### src/rtl/ra_pkg.sv
package ra_pkg;
  typedef enum logic [1:0] {
    RA_NORM  = 2'd0,
    RA_RUN   = 2'd1,
    RA_RECOV = 2'd2
  } ra_state_e;
endpackage

### src/rtl/ra_regfile.sv
// Working register file with a full-width shadow copy taken on entry
// and copied back in a single edge on exit.
module ra_regfile #(
  parameter int NREG = 16,
  parameter int DW   = 32,
  parameter int AW   = $clog2(NREG)
) (
  input  logic          clk,
  input  logic          rst,
  input  logic          wr_en,
  input  logic [AW-1:0] wr_idx,
  input  logic [DW-1:0] wr_data,
  input  logic          snap,
  input  logic          restore,
  input  logic [AW-1:0] rd_addr,
  output logic [DW-1:0] rd_data
);
  logic [DW-1:0] live [NREG];
  logic [DW-1:0] shadow [NREG];

  always_ff @(posedge clk) begin
    if (rst) begin
      for (int i = 0; i < NREG; i++) begin
        live[i]   <= '0;
        shadow[i] <= '0;
      end
      rd_data <= '0;
    end else begin
      rd_data <= live[rd_addr];
      for (int i = 0; i < NREG; i++) begin
        if (restore) begin
          live[i] <= shadow[i];
        end else if (wr_en && (wr_idx == AW'(i))) begin
          live[i] <= wr_data;
        end
        if (snap) begin
          shadow[i] <= live[i];
        end
      end
    end
  end
endmodule

### src/rtl/ra_inv_track.sv
// One poison bit per register with several combinational lookup ports
// and a registered read port.
module ra_inv_track #(
  parameter int NREG  = 16,
  parameter int NLOOK = 4,
  parameter int AW    = $clog2(NREG)
) (
  input  logic                       clk,
  input  logic                       rst,
  input  logic                       clr_all,
  input  logic                       set_en,
  input  logic [AW-1:0]              set_idx,
  input  logic                       set_val,
  input  logic [NLOOK-1:0][AW-1:0]   look_idx,
  output logic [NLOOK-1:0]           look_inv,
  input  logic [AW-1:0]              rd_addr,
  output logic                       rd_inv
);
  logic [NREG-1:0] inv_q;

  always_ff @(posedge clk) begin
    if (rst) begin
      inv_q  <= '0;
      rd_inv <= 1'b0;
    end else begin
      rd_inv <= inv_q[rd_addr];
      if (clr_all) begin
        inv_q <= '0;
      end else if (set_en) begin
        inv_q[set_idx] <= set_val;
      end
    end
  end

  for (genvar k = 0; k < NLOOK; k++) begin : g_look
    assign look_inv[k] = inv_q[look_idx[k]];
  end
endmodule

### src/rtl/ra_mode_fsm.sv
// Mode sequencing: normal -> runahead -> one recover cycle -> normal.
module ra_mode_fsm
  import ra_pkg::*;
#(
  parameter int PC_W = 32
) (
  input  logic            clk,
  input  logic            rst,
  input  logic            enter,
  input  logic            restore,
  input  logic [PC_W-1:0] trig_pc_in,
  output ra_state_e       state,
  output logic            flush,
  output logic [PC_W-1:0] flush_pc
);
  ra_state_e       state_q;
  logic [PC_W-1:0] trig_pc_q;

  always_ff @(posedge clk) begin
    if (rst) begin
      state_q   <= RA_NORM;
      trig_pc_q <= '0;
      flush     <= 1'b0;
      flush_pc  <= '0;
    end else begin
      flush <= 1'b0;
      unique case (state_q)
        RA_NORM: begin
          if (enter) begin
            state_q   <= RA_RUN;
            trig_pc_q <= trig_pc_in;
          end
        end
        RA_RUN: begin
          if (restore) begin
            state_q  <= RA_RECOV;
            flush    <= 1'b1;
            flush_pc <= trig_pc_q;
          end
        end
        default: begin
          state_q <= RA_NORM;
        end
      endcase
    end
  end

  assign state = state_q;
endmodule

### src/rtl/runahead_ctl.sv
module runahead_ctl
  import ra_pkg::*;
#(
  parameter int NREG = 16,
  parameter int DW   = 32,
  parameter int PC_W = 32,
  localparam int AW  = $clog2(NREG)
) (
  input  logic            clk,
  input  logic            rst,
  input  logic            hd_vld,
  input  logic            hd_miss,
  input  logic            hd_done,
  input  logic [PC_W-1:0] hd_pc,
  input  logic            hd_wen,
  input  logic [AW-1:0]   hd_dst,
  input  logic [AW-1:0]   hd_src_a,
  input  logic [AW-1:0]   hd_src_b,
  input  logic [DW-1:0]   hd_res,
  output logic            ret_pop,
  input  logic            miss_ret,
  input  logic            br_vld,
  input  logic [AW-1:0]   br_src_a,
  input  logic [AW-1:0]   br_src_b,
  input  logic            br_mispred,
  input  logic [PC_W-1:0] br_target,
  output logic            rcv_vld,
  output logic [PC_W-1:0] rcv_pc,
  output logic            flush,
  output logic [PC_W-1:0] flush_pc,
  output logic            ra_mode,
  input  logic [AW-1:0]   rd_addr,
  output logic [DW-1:0]   rd_data,
  output logic            rd_inv
);
  localparam int NLOOK = 4;

  ra_state_e             state;
  logic [NLOOK-1:0][AW-1:0] look_idx;
  logic [NLOOK-1:0]      look_inv;
  logic                  head_inv;
  logic                  br_inv;
  logic                  enter;
  logic                  restore;
  logic                  rf_wen;
  logic                  inv_set;

  assign look_idx[0] = hd_src_a;
  assign look_idx[1] = hd_src_b;
  assign look_idx[2] = br_src_a;
  assign look_idx[3] = br_src_b;

  assign head_inv = hd_miss | look_inv[0] | look_inv[1];
  assign br_inv   = look_inv[2] | look_inv[3];

  // Retirement decision per mode
  always_comb begin
    enter   = 1'b0;
    restore = 1'b0;
    ret_pop = 1'b0;
    rf_wen  = 1'b0;
    inv_set = 1'b0;
    unique case (state)
      RA_NORM: begin
        enter   = hd_vld & hd_miss;
        ret_pop = hd_vld & hd_done & ~hd_miss;
        rf_wen  = ret_pop & hd_wen;
      end
      RA_RUN: begin
        restore = miss_ret;
        ret_pop = hd_vld & ~miss_ret & (head_inv | hd_done);
        inv_set = ret_pop & hd_wen;
        rf_wen  = ret_pop & hd_wen & ~head_inv;
      end
      default: begin
        ret_pop = 1'b0;
      end
    endcase
  end

  ra_mode_fsm #(.PC_W(PC_W)) u_fsm (
    .clk        (clk),
    .rst        (rst),
    .enter      (enter),
    .restore    (restore),
    .trig_pc_in (hd_pc),
    .state      (state),
    .flush      (flush),
    .flush_pc   (flush_pc)
  );

  ra_regfile #(.NREG(NREG), .DW(DW), .AW(AW)) u_rf (
    .clk     (clk),
    .rst     (rst),
    .wr_en   (rf_wen),
    .wr_idx  (hd_dst),
    .wr_data (hd_res),
    .snap    (enter),
    .restore (restore),
    .rd_addr (rd_addr),
    .rd_data (rd_data)
  );

  ra_inv_track #(.NREG(NREG), .NLOOK(NLOOK), .AW(AW)) u_inv (
    .clk      (clk),
    .rst      (rst),
    .clr_all  (restore),
    .set_en   (inv_set),
    .set_idx  (hd_dst),
    .set_val  (head_inv),
    .look_idx (look_idx),
    .look_inv (look_inv),
    .rd_addr  (rd_addr),
    .rd_inv   (rd_inv)
  );

  // Branch recovery, registered
  always_ff @(posedge clk) begin
    if (rst) begin
      rcv_vld <= 1'b0;
      rcv_pc  <= '0;
    end else begin
      rcv_vld <= 1'b0;
      if (br_vld && br_mispred && !br_inv && (state != RA_RECOV) && !restore) begin
        rcv_vld <= 1'b1;
        rcv_pc  <= br_target;
      end
    end
  end

  assign ra_mode = (state == RA_RUN);
endmodule

### config.mk
export PLATFORM = sky130hd
export DESIGN_NAME = runahead_ctl
export DESIGN_NICKNAME = d
export VERILOG_FILES = /design/src/rtl/ra_pkg.sv /design/src/rtl/ra_regfile.sv /design/src/rtl/ra_inv_track.sv /design/src/rtl/ra_mode_fsm.sv /design/src/rtl/runahead_ctl.sv
export SDC_FILE = /design/constraint.sdc
export NUM_CORES = 1
export LEC_CHECK = 0
export ABC_AREA = 1
export BUFFER_PORTS_ARGS = -buffer_cell sky130_fd_sc_hd__clkbuf_2
export CAP_MARGIN = 20
export CORE_MARGIN = 2
export CORE_UTILIZATION = 36
export DETAILED_ROUTE_END_ITERATION = 7
export PLACE_DENSITY_LB_ADDON = 0.3
export RECOVER_POWER = 100
export SYNTH_ARGS = -nofsm -noshare
export SYNTH_HDL_FRONTEND = slang
export SYNTH_SLANG_ARGS = --single-unit
### constraint.sdc
create_clock -name clk -period 18.4 [get_ports clk]
set_clock_uncertainty 0.2 [all_clocks]
set_input_delay 3.68 -clock clk [delete_from_list [all_inputs] [get_ports clk]]
set_output_delay 3.68 -clock clk [all_outputs]
set_load 0.1 [all_outputs]
==> metrics, run 1 <==
RePlAce Congestion=0.822; sequential cell area=0.0337 mm^2; vias after detailed routing=40,300; DR vias/cell=5.17; power per standard cell area=106 mW/mm^2; Pleak=0.0242 uW; crit start category=input port; worst hold slack=255 ps; Mapped Cells=5,733; clock network power share=0.416; Worst path max stage delay=2330 ps; # resized after CTS=0; VDD IR max=89.4 uV; arrival time worst endpoint=13,490 ps; Max clock buf depth=3; RR Startpoint=u_inv.inv_q[12]; Switching Fraction=0.259; DRC viols=0; Seq/Total Area, Yosys=0.630; final hold vios=0; slew at the pin with the worst max-slew slack=4570 ps; largest net degree at the start of global routing=175; r2r worst-path depth=14; clk_lat worst skew=790 ps; H-tree lvl count=4; maxcap violations=42; die area=0.152 mm^2; Synth Register Bits=1,173; number of buffers created by CTS=135; Util after Layout=0.405; FILL cells=14,500; area of the multi-input gates=0.0140 mm^2; Psw=1640 uW; crit path max fanout=84; Worst-path clk slew=60 ps; Design Power=6350 uW; Synth Area in Compound Gates=0.0989; clock tree sinks=1,173; Initial Util=0.363; Avg WL per Cell=20.6 um; DP Wirelength=90.0 mm; Layout area overhead=11.6%; most used cell, CP=clkbuf_1; WS Path Type=input port to flop; min Tclk post-route=13,230 ps; multiplexer share of the synthesized area=0; Antenna Nets Post-Route=0; status=complete, but fails checks; Initial DRC Count=4,328; Rows=141; Global Route Usage Sum=0.207; Post CTS Setup Buffer Count=0; worst setup path startpoint=rst; Final Cycle Share=0.719; Core Area=0.148 mm^2; failing checks=max-capacitance violations, max-slew violations; share of layout cells above drive strength 1=0.0619; HP Class=flop to flop; Die H=390 um; cts hold-fix bufs=0; Synth Cell Area=0.0536 mm^2; simple logic cell fraction of the synthesized area=0.162; first-pass GRT wire length=241 mm; crit path capture=u_rf.shadow[1][73]; reg-to-reg endpoint=u_rf.live[14][14]; largest family of logic cells by synthesized area=simple AND/OR/NAND/NOR gates; Logic pwr share=0.091; final wirelength=160 mm; slowest cell on the critical path=clkbuf_1; # IOs=230; Slew Limit Headroom=-2.04; Slew Viols, Final=1,685; XOR/XNOR Fraction of Synth Area=0; vias in the first global route=38,400; GRT overflow=0; fmax=75.6 MHz; YS warnings=0; final net count=5,881; CTS tree=built; Worst R2R Setup Slack=9590 ps; Netlist cell types=30; Die Span X=390 um; unrepaired setup endpoints after global routing=no; sequential power share=0.493; syn nets=5,862; Root Buffer=clkbuf_16; Adder-Cell Fraction of Synth Area=0; initial antenna violation count=2; CP endpoint kind=flop; setup_tns=0 ps; commonest non-fill, non-tap cell in the layout=edfxtp_1; synthesized area per cell=9.34 um^2; DRT Pass-1 Iters=5; worst-path cell chain=clkbuf_1 > inv_6 > nand4_1 > clkbuf_1 > clkbuf_1 > buf_4 > nor2_1; Internal Power=4710 uW; commonest non-fill, non-tap cells in the layout=edfxtp_1, inv_1, nand2_1; Critical Path RT=18,660 ps; number of I/O port buffers=229; final setup fails=0
[final cells by class]
class	instances	share of cell area
antenna	3	0.000126
timing repair buffer	286	0.0243
multi-input combinational	3119	0.234
clock buffer	177	0.0610
clock inverter	71	0.0111
inverter	1037	0.0653
tap	1930	0.0404
sequential	1173	0.564
[cell usage after synthesis]
library cell  number  share of area
clkbuf_1         287          0.020
buf_4             16         0.0022
inv_1           1006          0.070
clkinv_1           2        0.00014
buf_12             1        0.00037
o211ai_1          11         0.0015
a211oi_1           1        0.00014
nor2_1           798          0.056
or2_1              1        0.00012
nand2_2            1        0.00012
inv_2             29         0.0020
edfxtp_1        1024           0.57
and3_1             1        0.00012
a21oi_4            1        0.00030
nor2_2             1        0.00012
nand3_4            7         0.0023
o21ai_0          661          0.062
o21ai_1            4        0.00037
buf_6             46         0.0097
buf_1             49         0.0034
nand2_1          828          0.058
a31oi_1            1        0.00012
o31ai_1            1        0.00014
a21oi_1          330          0.031
dfxtp_1          149          0.056
nand4_1          194          0.023
nand2_4            1        0.00021
o22ai_1           32         0.0037
nand3_1          245          0.023
buf_2              5        0.00047
[how the worst min path moves through the flow]
stage                        start                  end  slack [ps]  depth (start not counted)
6_report        u_fsm.flush_pc[17]   u_fsm.flush_pc[17]         250                          2
5_1_grt        u_fsm.trig_pc_q[18]  u_fsm.trig_pc_q[18]         290                          2
4_1_cts         u_fsm.flush_pc[28]   u_fsm.flush_pc[28]         260                          2
3_5_place_dp    u_fsm.flush_pc[28]   u_fsm.flush_pc[28]         250                          2
3_3_place_gp    u_fsm.flush_pc[17]   u_fsm.flush_pc[17]         240                          2
2_1_floorplan       u_inv.inv_q[1]       u_inv.inv_q[1]         240                          2
[metal layers]
| metal | vias to the layer above | GRT usage | share of wire |
|---|---|---|---|
| li1 | 18800 | - | - |
| met1 | 19600 | 0.291 | 0.43 |
| met2 | 1654 | 0.328 | 0.46 |
| met3 | 252 | 0.0351 | 0.079 |
| met4 | 2 | 0.0617 | 0.024 |
| met5 | - | 0 | 0.000081 |
[cell families (layout without fill, tap and decap cells)]
kind of cell,count (synthesis),after routing
AOI/OAI and AO/OA,1042,1042
and+or+nand+nor,2077,2077
DFF,1173,1173
buffers and inverters,1441,1571
other,0,3
[metrics by stage]
stage	cells	worst slack, ps	cell area, um^2
floorplan	5733	608	53600
global placement	7542	8600	55900
detailed placement	7542	8660	55900
CTS	7790	8660	60200
global route	7793	4720	59800
finish	7796	5170	59800
[critical path: cells and delay by family]
family	cells	cell delay (ps)
simple gates	2	1090
buf+inv	5	8490
[power by group through the flow]
stage | sequential, uW | clock [uW] | combinational [uW]
after floorplan | 3300 | 0 | 311
after global placement | 3180 | 0 | 573
after detailed placement | 3180 | 0 | 577
after CTS | 3130 | 2690 | 579
after global routing | 3150 | 2790 | 628
final | 3130 | 2640 | 576
[sequential cells by signal, indices dropped and copies added (netlist names)]
| register | flops |
|---|---|
| u_fsm.flush_pc | 32 |
| u_inv.inv_q | 16 |
| u_rf.live | 512 |
| u_rf.shadow | 512 |
| u_fsm.state | 2 |
| u_fsm.flush | 1 |
| u_inv.rd_inv | 1 |
| u_rf.rd_data | 32 |
| rcv_pc | 32 |
| u_fsm.trig_pc_q | 32 |
| rcv_vld | 1 |
Power figures use the tool's default switching activity.
==> run 2, diff against run 1 <==
--- a/config.mk
+++ b/config.mk
@@ -5,7 +5,7 @@
 export SDC_FILE = /design/constraint.sdc
 export NUM_CORES = 1
 export LEC_CHECK = 0
-export ABC_AREA = 1
+export ABC_AREA = 0
 export BUFFER_PORTS_ARGS = -buffer_cell sky130_fd_sc_hd__clkbuf_2
 export CAP_MARGIN = 20
 export CORE_MARGIN = 2
==> constraint.sdc (replaced) <==
create_clock -name clk -period 11.95 [get_ports clk]
set_clock_uncertainty 0.2 [all_clocks]
set_input_delay 2.39 -clock clk [delete_from_list [all_inputs] [get_ports clk]]
set_output_delay 2.39 -clock clk [all_outputs]
set_load 0.1 [all_outputs]
==> metrics, run 2 <==
status=complete, but fails checks (unchanged); failing checks=max-capacitance violations, max-slew violations (unchanged); XOR/XNOR Fraction of Synth Area=0 (unchanged); vias in the first global route=30,200 (was 38,400); Die H=379 um (was 390 um); WS Path Type=input port to flop (unchanged); final net count=3,862 (was 5,881); DP Wirelength=76.8 mm (was 90.0 mm); syn nets=3,705 (was 5,862); Avg WL per Cell=24.3 um (was 20.6 um); GRT overflow=0 (unchanged); Max clock buf depth=3 (unchanged); Final Cycle Share=0.774; Layout area overhead=13.4% (was 11.6%); CTS tree=built (unchanged); share of layout cells above drive strength 1=0.148 (was 0.0619); initial antenna violation count=9 (was 2); met1 Use GR=0.261 (was 0.291); global routing's busiest layer=met2 (unchanged); Worst path max stage delay=2770 ps (was 2330 ps); YS warnings=0 (unchanged); dpl cells=5,487 (was 7,542); Initial Util=0.363 (about the same); simple logic cell fraction of the synthesized area=0.137 (was 0.162); Synth Register Bits=1,173 (unchanged); Initial DRC Count=3,146 (was 4,328); die area=0.144 mm^2 (was 0.152 mm^2); slew at the pin with the worst max-slew slack=4030 ps (was 4570 ps); cts hold-fix bufs=0 (unchanged); H-tree lvl count=3 (was 4); synthesized area per cell=14.2 um^2 (was 9.34 um^2); largest family of logic cells by synthesized area=simple AND/OR/NAND/NOR gates (unchanged); crit start category=input port (unchanged); power per standard cell area=159 mW/mm^2 (was 106 mW/mm^2); number of I/O port buffers=229 (unchanged); unrepaired setup endpoints after global routing=no (unchanged); largest net degree at the start of global routing=200 (was 175); final wirelength=139 mm (was 160 mm); Mapped Cells=3,576 (was 5,733); reg-to-reg endpoint=u_rf.live[0][11] (was u_rf.live[14][14]); Post-DP Area=0.0541 mm^2 (was 0.0559 mm^2); most instantiated library cell after synthesis=edfxtp_1 (unchanged); commonest non-fill, non-tap cell in the layout=edfxtp_1 (unchanged); Root Buffer=clkbuf_16 (unchanged); Rows=137 (was 141); clock tree sinks=1,173 (unchanged); commonest non-fill, non-tap cells in the layout=edfxtp_1, nand2_1, o21ai_0 (was edfxtp_1, inv_1, nand2_1); RR Startpoint=u_fsm.state[1] (was u_inv.inv_q[12]); Global Route Usage Sum=0.190 (was 0.207); worst-path cell chain=clkbuf_1 > a21oi_4 > clkbuf_1 > o21ai_4 > clkbuf_1 (was clkbuf_1 > inv_6 > nand4_1 > clkbuf_1 > clkbuf_1 > buf_4 > nor2_1); HP Class=flop to flop (unchanged); worst hold path depth=1 (was 2); VDD IR max=122 uV (was 89.4 uV); multiplexer share of the synthesized area=0.126 (was 0); ys flop type=edfxtp_1 (unchanged); CP Buf/Inv Count=3 (was 5); vias after detailed routing=30,300 (was 40,300); most used cell, CP=clkbuf_1 (unchanged); CP endpoint kind=flop (unchanged); area leader, netlist=edfxtp_1 (unchanged); Pleak=0.0208 uW (was 0.0242 uW); final hold vios=0 (unchanged); Antenna Nets Post-Route=0 (unchanged); Worst path depth=5 (was 7); Hold Path Sink=u_fsm.flush_pc[19] (was u_fsm.flush_pc[17]); Worst-path clk slew=60 ps (about the same); ys async rst share=0 (unchanged); DRT Pass-1 Iters=6 (was 5); RePlAce Congestion=0.803 (was 0.822); CP top delay family=buffers and inverters (unchanged); setup_tns=0 ps (unchanged); clk_lat worst skew=750 ps (was 790 ps); final setup fails=0 (unchanged); fmax=108 MHz; # resized after CTS=0 (unchanged); Seq/Total Area, Yosys=0.665 (was 0.630); maxcap violations=19 (was 42); Core Area=0.140 mm^2 (was 0.148 mm^2); top post-synthesis cells by count=edfxtp_1, nand2_1, o21ai_0, and2_1, nor2b_1 (was edfxtp_1, inv_1, nand2_1, nor2_1, o21ai_0); top cells by area, synth=edfxtp_1, mux4_2, dfxtp_1, mux2i_1, and2_1 (was edfxtp_1, inv_1, o21ai_0, nand2_1, nor2_1); EDFF count, synth=1,024 (unchanged); Slew Viols, Final=575 (was 1,685); met3 Use GR=0.0296 (was 0.0351); r2r worst-path depth=5 (was 14); number of buffers created by CTS=119 (was 135); Slew Limit Headroom=-1.68 (was -2.04); Critical Path RT=12,020 ps (was 18,660 ps); Die Span X=379 um (was 390 um); DRC viols=0 (unchanged); Adder-Cell Fraction of Synth Area=0 (unchanged); Layout Cells excl Fill=5,717 (was 7,796); Synth Area in Compound Gates=0.0527 (was 0.0989); DR vias/cell=5.29 (was 5.17); Design Area, Final=0.0576 mm^2 (was 0.0598 mm^2); FILL cells=12,900 (was 14,500); Netlist cell types=47 (was 30); first-pass GRT wire length=203 mm (was 241 mm); Post CTS Setup Buffer Count=0 (unchanged); Regs by FF count=u_rf.live: 512 flops, u_rf.shadow: 512 flops (unchanged); Synth Cell Area=0.0507 mm^2 (was 0.0536 mm^2); # IOs=230 (unchanged); Synth top area share=0.606 (was 0.574); HP Start=u_fsm.flush_pc[19] (was u_fsm.flush_pc[17]); arrival time worst endpoint=9320 ps (was 13,490 ps); Worst R2R Setup Slack=5590 ps (was 9590 ps); met2 Use GR=0.311 (was 0.328); slowest cell on the critical path=clkbuf_1 (unchanged); min Tclk post-route=9250 ps; crit path max fanout=83 (was 84)
-- run 2: cell types whose count changed after synthesis, moves of 224 or more --
cell | previous run | this run
inv_1 | 1006 | 2
mux2i_1 | 0 | 224
nor2_1 | 798 | 48
nand3_1 | 245 | 1
nand2b_1 | 0 | 228
a21oi_1 | 330 | 1
nand2_1 | 828 | 433
and2_1 | 0 | 323
o21ai_0 | 661 | 328
nor2b_1 | 0 | 234
-- run 2: kinds of logic (layout without fill, tap and decap cells) --
group / after synthesis / after routing
multiplexers: 408 / 408
other: 0 / 5
AND/OR/NAND/NOR: 1294 / 1294
flip-flops: 1173 / 1173
AO/OA/AOI/OAI: 445 / 445
buffers and inverters: 256 / 516
-- run 2: worst max path at each step --
stage | startpoint | endpoint | slack [ps]
after global routing | rst | u_rf.live[5][23] | 2090
final | rst | u_rf.live[6][11] | 2700
after detailed placement | hd_src_b[1] | ret_pop | 4280
after floorplan | rst | u_rf.shadow[0][0] | 170
after global placement | hd_src_b[1] | ret_pop | 4290
after CTS | hd_src_b[1] | ret_pop | 4270
-- run 2: stage by stage --
stage / hold WS [ps] / total power [uW] / utilization / setup slack [ps]
final: 273 / 9170 / 0.412 / 2700
after global routing: 283 / 9460 / 0.412 / 2090
after CTS: 275 / 9260 / 0.414 / 4270
after detailed placement: 253 / 5680 / 0.387 / 4280
after global placement: 257 / 5670 / 0.387 / 4290
after floorplan: 250 / 5420 / - / 171
-- run 2: cell type report --
type	count	area [um^2]	share of cell area
antenna	5	12.5	0.000217
clock buffer	158	3220	0.0559
clock inverter	66	463	0.00804
inverter	2	11.3	0.000196
multi-input combinational	2147	16300	0.283
sequential	1173	33700	0.586
tap	1876	2350	0.0408
timing repair buffer	290	1520	0.0263
-- run 2: layer usage --
metal,part of all wire,wire length (um)
met1,0.43,59400
met3,0.060,8270
met4,0.021,2920
met2,0.49,68000
met5,0.00050,70
-- run 2: worst register-to-register path: cells and delay by family (launching register included) --
family	cells	cell delay, ps
AND/OR/NAND/NOR	1	160
flip-flops	1	480
buffers and inverters	2	3120
AO/OA/AOI/OAI	2	2060
-- run 2: report_power, final --
part	total, uW	switching (uW)	internal [uW]
sequential	4840	98.2	4740
combinational	754	524	230
clock	3580	1620	1960
total	9170	2250	6930
